[src/rtl/spd_crc_pkg.sv]
package spd_crc_pkg;
  localparam int unsigned CRC_W = 16;
  localparam logic [CRC_W-1:0] CRC_POLY = 16'h1021;
  localparam logic [CRC_W-1:0] CRC_SEED = 16'h0000;

  // One byte through the CRC, most significant bit first.
  function automatic logic [CRC_W-1:0] crc16_step(input logic [CRC_W-1:0] cur,
                                                  input logic [7:0] din);
    logic [CRC_W-1:0] c;
    logic fb;
    c = cur;
    for (int b = 7; b >= 0; b--) begin
      fb = c[CRC_W-1] ^ din[b];
      c = {c[CRC_W-2:0], 1'b0};
      if (fb) c = c ^ CRC_POLY;
    end
    return c;
  endfunction
endpackage

[src/rtl/spd_byte_tracker.sv]
module spd_byte_tracker #(
  parameter int unsigned CHECK_BYTES = 512
) (
  input  logic clk_i,
  input  logic rst_ni,
  input  logic sof_i,
  input  logic valid_i,
  output logic crc_step_o,
  output logic cap_lo_o,
  output logic cap_hi_o
);
  localparam int unsigned CW        = $clog2(CHECK_BYTES + 1);
  localparam int unsigned CRC_BYTES = CHECK_BYTES - 2;

  logic [CW-1:0] count_q;
  logic [CW-1:0] idx;
  logic          accept;

  // A start strobe makes the current byte offset zero.
  assign idx        = sof_i ? '0 : count_q;
  assign accept     = valid_i && (idx < CW'(CHECK_BYTES));
  assign crc_step_o = accept && (idx < CW'(CRC_BYTES));
  assign cap_lo_o   = accept && (idx == CW'(CRC_BYTES));
  assign cap_hi_o   = accept && (idx == CW'(CHECK_BYTES - 1));

  always_ff @(posedge clk_i or negedge rst_ni) begin
    if (!rst_ni)     count_q <= '0;
    else if (accept) count_q <= idx + CW'(1);
    else if (sof_i)  count_q <= '0;
  end
endmodule

[src/rtl/spd_crc_engine.sv]
module spd_crc_engine
  import spd_crc_pkg::*;
(
  input  logic             clk_i,
  input  logic             rst_ni,
  input  logic             clear_i,
  input  logic             step_i,
  input  logic [7:0]       data_i,
  output logic [CRC_W-1:0] crc_o
);
  logic [CRC_W-1:0] crc_q;
  logic [CRC_W-1:0] base;

  assign base = clear_i ? CRC_SEED : crc_q;

  always_ff @(posedge clk_i or negedge rst_ni) begin
    if (!rst_ni)      crc_q <= CRC_SEED;
    else if (step_i)  crc_q <= crc16_step(base, data_i);
    else if (clear_i) crc_q <= CRC_SEED;
  end

  assign crc_o = crc_q;
endmodule

[src/rtl/spd_crc_capture.sv]
module spd_crc_capture
  import spd_crc_pkg::*;
(
  input  logic             clk_i,
  input  logic             rst_ni,
  input  logic             clear_i,
  input  logic             cap_lo_i,
  input  logic             cap_hi_i,
  input  logic [7:0]       data_i,
  input  logic [CRC_W-1:0] crc_i,
  output logic [CRC_W-1:0] stored_o,
  output logic             done_o,
  output logic             match_o
);
  logic [CRC_W-1:0] stored_q;
  logic             done_q;
  logic             match_q;

  always_ff @(posedge clk_i or negedge rst_ni) begin
    if (!rst_ni) begin
      stored_q <= '0;
      done_q   <= 1'b0;
      match_q  <= 1'b0;
    end else begin
      done_q <= cap_hi_i;
      if (clear_i) begin
        stored_q <= '0;
        match_q  <= 1'b0;
      end else begin
        if (cap_lo_i) stored_q[7:0] <= data_i;
        if (cap_hi_i) begin
          stored_q[15:8] <= data_i;
          match_q        <= (crc_i == {data_i, stored_q[7:0]});
        end
      end
    end
  end

  assign stored_o = stored_q;
  assign done_o   = done_q;
  assign match_o  = match_q;
endmodule

[src/rtl/spd_crc_check.sv]
module spd_crc_check
  import spd_crc_pkg::*;
#(
  parameter int unsigned CHECK_BYTES = 512
) (
  input  logic        clk_i,
  input  logic        rst_ni,
  input  logic        sof_i,
  input  logic        in_valid_i,
  input  logic [7:0]  in_data_i,
  output logic [15:0] calc_crc_o,
  output logic [15:0] stored_crc_o,
  output logic [7:0]  fix_lo_o,
  output logic [7:0]  fix_hi_o,
  output logic        done_o,
  output logic        match_o
);
  // Named internal events, visible to the bound checker.
  logic w_crc_step;
  logic w_cap_lo;
  logic w_cap_hi;
  logic [CRC_W-1:0] w_crc;

  spd_byte_tracker #(.CHECK_BYTES(CHECK_BYTES)) u_track (
    .clk_i      (clk_i),
    .rst_ni     (rst_ni),
    .sof_i      (sof_i),
    .valid_i    (in_valid_i),
    .crc_step_o (w_crc_step),
    .cap_lo_o   (w_cap_lo),
    .cap_hi_o   (w_cap_hi)
  );

  spd_crc_engine u_engine (
    .clk_i   (clk_i),
    .rst_ni  (rst_ni),
    .clear_i (sof_i),
    .step_i  (w_crc_step),
    .data_i  (in_data_i),
    .crc_o   (w_crc)
  );

  spd_crc_capture u_cap (
    .clk_i    (clk_i),
    .rst_ni   (rst_ni),
    .clear_i  (sof_i),
    .cap_lo_i (w_cap_lo),
    .cap_hi_i (w_cap_hi),
    .data_i   (in_data_i),
    .crc_i    (w_crc),
    .stored_o (stored_crc_o),
    .done_o   (done_o),
    .match_o  (match_o)
  );

  assign calc_crc_o = w_crc;
  assign fix_lo_o   = w_crc[7:0];
  assign fix_hi_o   = w_crc[15:8];
endmodule

[config.mk]
export PLATFORM = sky130hd
export DESIGN_NAME = spd_crc_check
export DESIGN_NICKNAME = d
export VERILOG_FILES = /design/src/rtl/spd_crc_pkg.sv /design/src/rtl/spd_byte_tracker.sv /design/src/rtl/spd_crc_engine.sv /design/src/rtl/spd_crc_capture.sv /design/src/rtl/spd_crc_check.sv
export SDC_FILE = /design/constraint.sdc
export NUM_CORES = 1
export LEC_CHECK = 0
export ABC_AREA = 1
export BUFFER_PORTS_ARGS = -buffer_cell sky130_fd_sc_hd__buf_2
export CAP_MARGIN = 20
export CORE_MARGIN = 5
export CORE_UTILIZATION = 30
export CTS_CLUSTER_SIZE = 8
export DETAILED_ROUTE_END_ITERATION = 16
export HOLD_SLACK_MARGIN = 0.1
export SETUP_SLACK_MARGIN = 0.1
export SLEW_MARGIN = 15
export SYNTH_ARGS = -nofsm -noshare
export SYNTH_HDL_FRONTEND = slang
export SYNTH_SLANG_ARGS = --single-unit
[constraint.sdc]
create_clock -name clk_i -period 1.8 [get_ports clk_i]
set_input_delay 0.09 -clock clk_i [delete_from_list [all_inputs] [get_ports clk_i]]
set_output_delay 0.09 -clock clk_i [all_outputs]
set_load 0.005 [all_outputs]
**Yosys cells after proc, flatten, opt, wreduce, memory -nomap -nowiden**

Cells that the tools add are included.
Widths: inputs -> output; s select.

- Multiplexer cells: 24
- Bitwise gates (word level): 16
- Equality and inequality tests: 3
- Add/subtract/negate cells: 1
- Reductions and logical operators: 6
- Magnitude comparators: 2

Operator list:

| kind | count |
|---|---|
| $mux 16 | 10 |
| $mux 13 | 8 |
| $not 3->3 | 8 |
| $eq 10x9->1 const B | 2 |
| $mux 10 | 2 |
| $eq 16x16->1 | 1 |
| $mux 8 | 2 |
| $add 10x1->10 const B | 1 |
| $lt 10x10->1 const B | 1 |
| $lt 10x9->1 const B | 1 |
| $xor 1x1->1 | 8 |
| $logic_and 1x1->1 | 4 |
| $reduce_bool 2->1 | 2 |
| $mux 1 | 2 |

- Output and inout bits: 50
- Flip-flop bits (word level): 44
- Bits of input ports: 12
- Logic and storage cells: 58

**Depth between registers and ports, before layout**

- Depth after elaboration: 26
- Mapped depth: 11
- Gate-level depth less buffers: 10

**Hierarchy**

From an unflattened synthesis, not the netlist that was laid out.

- Cells, all modules: 386
- Area total of the unflattened synthesis: 2,795.2 um2

Modules (own cells, without submodules):

| module | sequential area each (um2) | instances | area each (um2) | cells each |
|---|---|---|---|---|
| spd_crc_engine | 400.4 | 1 | 1,116.1 | 158 |
| spd_crc_capture | 450.4 | 1 | 910.9 | 122 |
| spd_byte_tracker | 250.2 | 1 | 648.1 | 90 |
| spd_crc_check | 0.0 | 1 | 120.1 | 16 |

**Worst setup path after synthesis**

Ideal clock, no wire load.

- Path kind: reg-to-reg
- Start: register u_track.count_q[1]
- End: register u_cap.match_q, in the netlist u_cap.match_o
- Stages on the path, launching flop included: 10
- Period minus slack after synthesis: 1.497 ns
- Buffers on the path: 1
- Arrival time: 1.380 ns
- Data required time: 1.683 ns
- Setup time: 0.117 ns
- Slack: 0.303 ns
- Path through: dfrtp_1 -> inv_1 -> nor2_1 -> ha_1 -> nand2_2 -> nor2_4 -> nand3_2 -> buf_6 -> nand3_1 -> nand2_1

- Longest elaborated chain between the ends: 5
- Elaborated cells on any way between the ends: 6
- Those cells by class: order compare (1); eq/ne (1); mux (1); reduce/logical (3)

Ends and longest elaborated chain:

| item | line | RTL |
|---|---|---|
| start, declared | spd_byte_tracker.sv:15 | `logic [CW-1:0] count_q;` |
| start signal, assigned | spd_byte_tracker.sv:28 | `else if (accept) count_q <= idx + CW'(1);` |
| $mux 10 * | -- |  |
| $lt 10x10->1 | spd_byte_tracker.sv:21 | `assign accept = valid_i && (idx < CW'(CHECK_BYTES));` |
| $logic_and 1x1->1 | spd_byte_tracker.sv:21 |  |
| $logic_and 1x1->1 * | spd_byte_tracker.sv:24 | `assign cap_hi_o = accept && (idx == CW'(CHECK_BYTES - 1));` |
| $reduce_bool 2->1 (no line) * | -- |  |
| end signal, assigned | spd_crc_capture.sv:33 | `match_q <= (crc_i == {data_i, stored_q[7:0]});` |
| end, declared | spd_crc_capture.sv:17 | `logic match_q;` |

Mark *: on every way between the ends. The rest lies on a longest branch, timed or not.
A chain may end at the register's enable or synchronous reset.

**Worst setup path in the final report**

- Start: register u_track.count_q[9]
- End: register u_cap.match_q, in the netlist u_cap.match_o

- Longest elaborated chain between the ends: 5
- Elaborated cells on any way between the ends: 6
- Those cells by class: order compare (1); eq/ne (1); mux (1); reduce/logical (3)

Ends and longest elaborated chain:

| item | line | RTL |
|---|---|---|
| $mux 10 * | -- |  |
| $lt 10x10->1 | spd_byte_tracker.sv:21 |  |
| $logic_and 1x1->1 | spd_byte_tracker.sv:21 |  |
| $logic_and 1x1->1 * | spd_byte_tracker.sv:24 |  |
| net u_cap.cap_hi_i | spd_crc_capture.sv:8 | `input logic cap_hi_i,` |
| $reduce_bool 2->1 (no line) * | -- |  |

The timed path passes the listed nets; every way through them passes the cells marked *.

==> flow_metrics.py <==
metrics = {
    "layout": {
        "diodes": 0,
        "design_area_mm2": 0.00320,
        "area_delta_synth_final_pct": 16.3,
        "nets": 438,
        "stdcell_count": 536,
        "drive_above_1_share_pct": 24.2,
        "finish.utilization_pct": 35.2,
    },
    "timing": {
        "layout_setup_ws_ns": 0.215,
        "finalSetupViolations": 0,
        "finalSetupTns_ns": 0,
        "tightestPinTransition_ns": 0.573,
        "fmax_mhz": 631,
        "hold_viol_final": 0,
        "fin_crit_sh_pct": 88.0,
        "clock_skew_ns": 0.00712,
        "max_slew_margin_pct": 61.8,
        "finalCriticalPeriod_ns": 1.58,
        "rsz0062_at_grt": "false",
        "slew_violations": 0,
    },
    "placed_design": {
        "globalplace.congestion": 0.844,
        "dp.cells": 525,
        "dp_slack_ns": 0.154,
        "portBuffers": 61,
        "place_area_mm2": 0.00308,
        "dpl.hpwl_um": 5700,
    },
    "yosys": {
        "synth_most_common_cell": "nand2_1",
        "synth_edf_count": 0,
        "ys_ff_latch": 44,
        "yosysUniqueCellTypes": 28,
        "async_reset_ff_share_pct": 100,
        "yosys.area.top_type": "dfrtp_1",
        "synth_commonest_cells": "nand2_1 (115), nand3_1 (49), dfrtp_1 (44)",
        "ys_seq_area_share_pct": 39.9,
        "netlist_top_cells_area": "dfrtp_1 (40%), nand2_1 (16%), nand3_1 (8.9%)",
        "avgSynthCellArea_um2": 7.47,
        "synth_top_area_share_pct": 39.9,
        "ys.flop_type": "dfrtp_1",
        "syn_inst": 369,
        "syn-num-nets": 383,
        "syn_area_mm2": 0.00276,
        "yosys_warnings": 0,
    },
    "routing": {
        "wl_met1_um": 3490,
        "first_pass_iters": 5,
        "maxUsedRoutingLayer": "met4",
        "vias": 2532,
        "drt_drc_violations_left": 0,
        "wl_per_cell_um": 13.4,
        "drt_iter0_drc": 179,
        "wirelength_um": 7170,
        "route.met3.wl_um": 521,
        "ant_nets": 0,
        "vias_per_cell": 4.72,
        "route.met2.wl_um": 3040,
    },
    "power": {
        "ir_drop_uv": 283,
        "leakage_nw": 1.80,
        "powerDensity_mw_per_mm2": 750,
        "pwr-share-seq_pct": 47.5,
        "p_clk_share_pct": 27.6,
        "intPower_mw": 1.60,
        "p_sw_mw": 0.799,
        "pwr-share-comb_pct": 24.9,
        "p_sw_share_pct": 33.3,
    },
    "die": {
        "dieArea_mm2": 0.0112,
        "io_pins": 62,
        "start_util_pct": 30.3,
        "die_x_um": 106,
        "core_area_mm2": 0.00911,
        "rows": 35,
        "die_height_um": 106,
    },
    "setup_path": {
        "rrSetupSlack_ns": 0.22,
        "cp_max_fo": 19,
        "worstSetupPathType": "register to register",
        "end_kind": "register",
        "worstPathArrival_ns": 1.83,
        "start_kind": "register",
        "required_ns": 2.05,
    },
    "flow_run": {
        "cap_viol_max_count": 0,
    },
    "clock_tree": {
        "h-tree-depth": 2,
        "clkTransAtPathRegs_ns": 0.09,
        "cts_buffer_depth": 2,
        "cts_root_buf": "clkbuf_8",
        "cts_tree": "yes",
        "numCtsBuffers": 5,
        "clock_sinks": 44,
        "clock_latency_ns": 0.30,
    },
    "global_route": {
        "antenna_found_initial": 0,
        "track_usage_pct": 12.9,
        "grt_start_max_net_pins": 25,
        "grt_pass1_wl_um": 11400,
        "overflow": 0,
        "grt_pass1_vias": 2294,
    },
    "run_status": {
        "status": "complete, no violations",
    },
    "worst_hold_path": {
        "holdCritPathClass": "input pin to register",
    },
}
[kinds of logic (layout without fill, tap and decap cells)]
group	after synthesis	in the layout	synth area share, %
compound gates	31	31	6.99
xor+xnor	17	17	5.40
fa+ha+maj	2	2	0.908
buf+inv	70	126	12.9
flops	44	44	39.9
simple gates	205	205	33.8
[final timing paths]
| check | from | to | cells past startpoint |
|---|---|---|---|
| max | u_track.count_q[9] | u_cap.match_o | 10 |
| min in group asynchronous | rst_ni | u_track.count_q[5] | 2 |
| max in group asynchronous | rst_ni | u_cap.stored_o[15] | 3 |
| max reg2reg | u_track.count_q[9] | u_cap.match_o | 10 |
| min reg2reg | u_cap.match_o | u_cap.match_o | 2 |
| min | sof_i | u_track.count_q[9] | 2 |
[critical path: stages, from the launching register on]
cell     delay, ns
dfrtp_1       0.40
inv_1         0.08
nor2_1        0.06
nor2_4        0.22
nand2_2       0.13
nor2_4        0.13
nand3_2       0.07
buf_4         0.21
inv_1         0.10
nand3_1       0.07
nand2_1       0.06
[metal layers]
layer | vias up | global-route usage, %
met3 | 9 | 3.00
met2 | 97 | 19.1
met1 | 1164 | 18.2
met4 | 0 | 4.44
met5 | - | 0
li1 | 1262 | -
[registers in the layout, summed over array words and instances, names as in the netlist]
| name | count |
|---|---|
| u_track.count_q | 10 |
| u_cap.done_o | 1 |
| u_cap.match_o | 1 |
| u_cap.stored_o | 16 |
| u_engine.crc_o | 16 |
[final cells by class]
| class | count | area [um^2] |
|---|---|---|
| Tap cell | 111 | 139 |
| Timing Repair Buffer | 74 | 405 |
| Inverter | 44 | 165 |
| Clock inverter | 2 | 10.0 |
| Clock buffer | 6 | 82.6 |
| Fill cell | 964 | 5900 |
| Multi-Input combinational cell | 255 | 1300 |
| Sequential cell | 44 | 1100 |
[cells in the final DEF (no fill, tap or decap)]
master / count
nand4_1: 3
nor2_2: 3
clkinv_2: 2
nand3_2: 3
o21ai_0: 12
o22ai_1: 3
ha_1: 2
inv_2: 2
buf_2: 61
o21ai_2: 8
o21ai_1: 5
a21oi_1: 2
inv_1: 42
o2111ai_1: 1
nand2_2: 1
nand3_1: 49
nand2_4: 1
xor2_1: 7
buf_4: 12
nor2_1: 19
nand3_4: 1
nor2_4: 3
nor3_1: 1
dfrtp_1: 44
clkbuf_8: 6
nand3b_1: 6
dlygate4sd3_1: 1
nand2_1: 115
xnor2_1: 10
[power by group through the flow]
stage               logic (mW)  registers (mW)  clock network [mW]
floorplan                0.428            1.15                   0
global placement         0.596            1.16                   0
detailed placement       0.595            1.16                   0
CTS                      0.601            1.15               0.686
global route             0.681            1.16               0.723
finish                   0.599            1.14               0.663
[what timing repair did]
| item | in CTS | in global routing |
|---|---|---|
| hold endpoints to repair | 22 | 0 |
| resized for setup | 0 | 1 |
| endpoints found under the setup margin | 0 | 9 |
| hold buffers | 1 | 0 |
| setup buffers | 0 | 2 |
[per-stage QoR]
stage          hold slack, ns  power [mW]
2_1_floorplan          -0.206        1.58
3_3_place_gp            0.112        1.76
3_5_place_dp            0.119        1.76
4_1_cts                 0.115        2.43
5_1_grt                 0.139        2.56
6_report                0.130        2.40
Note: power is estimated with default switching activity, not from simulation.
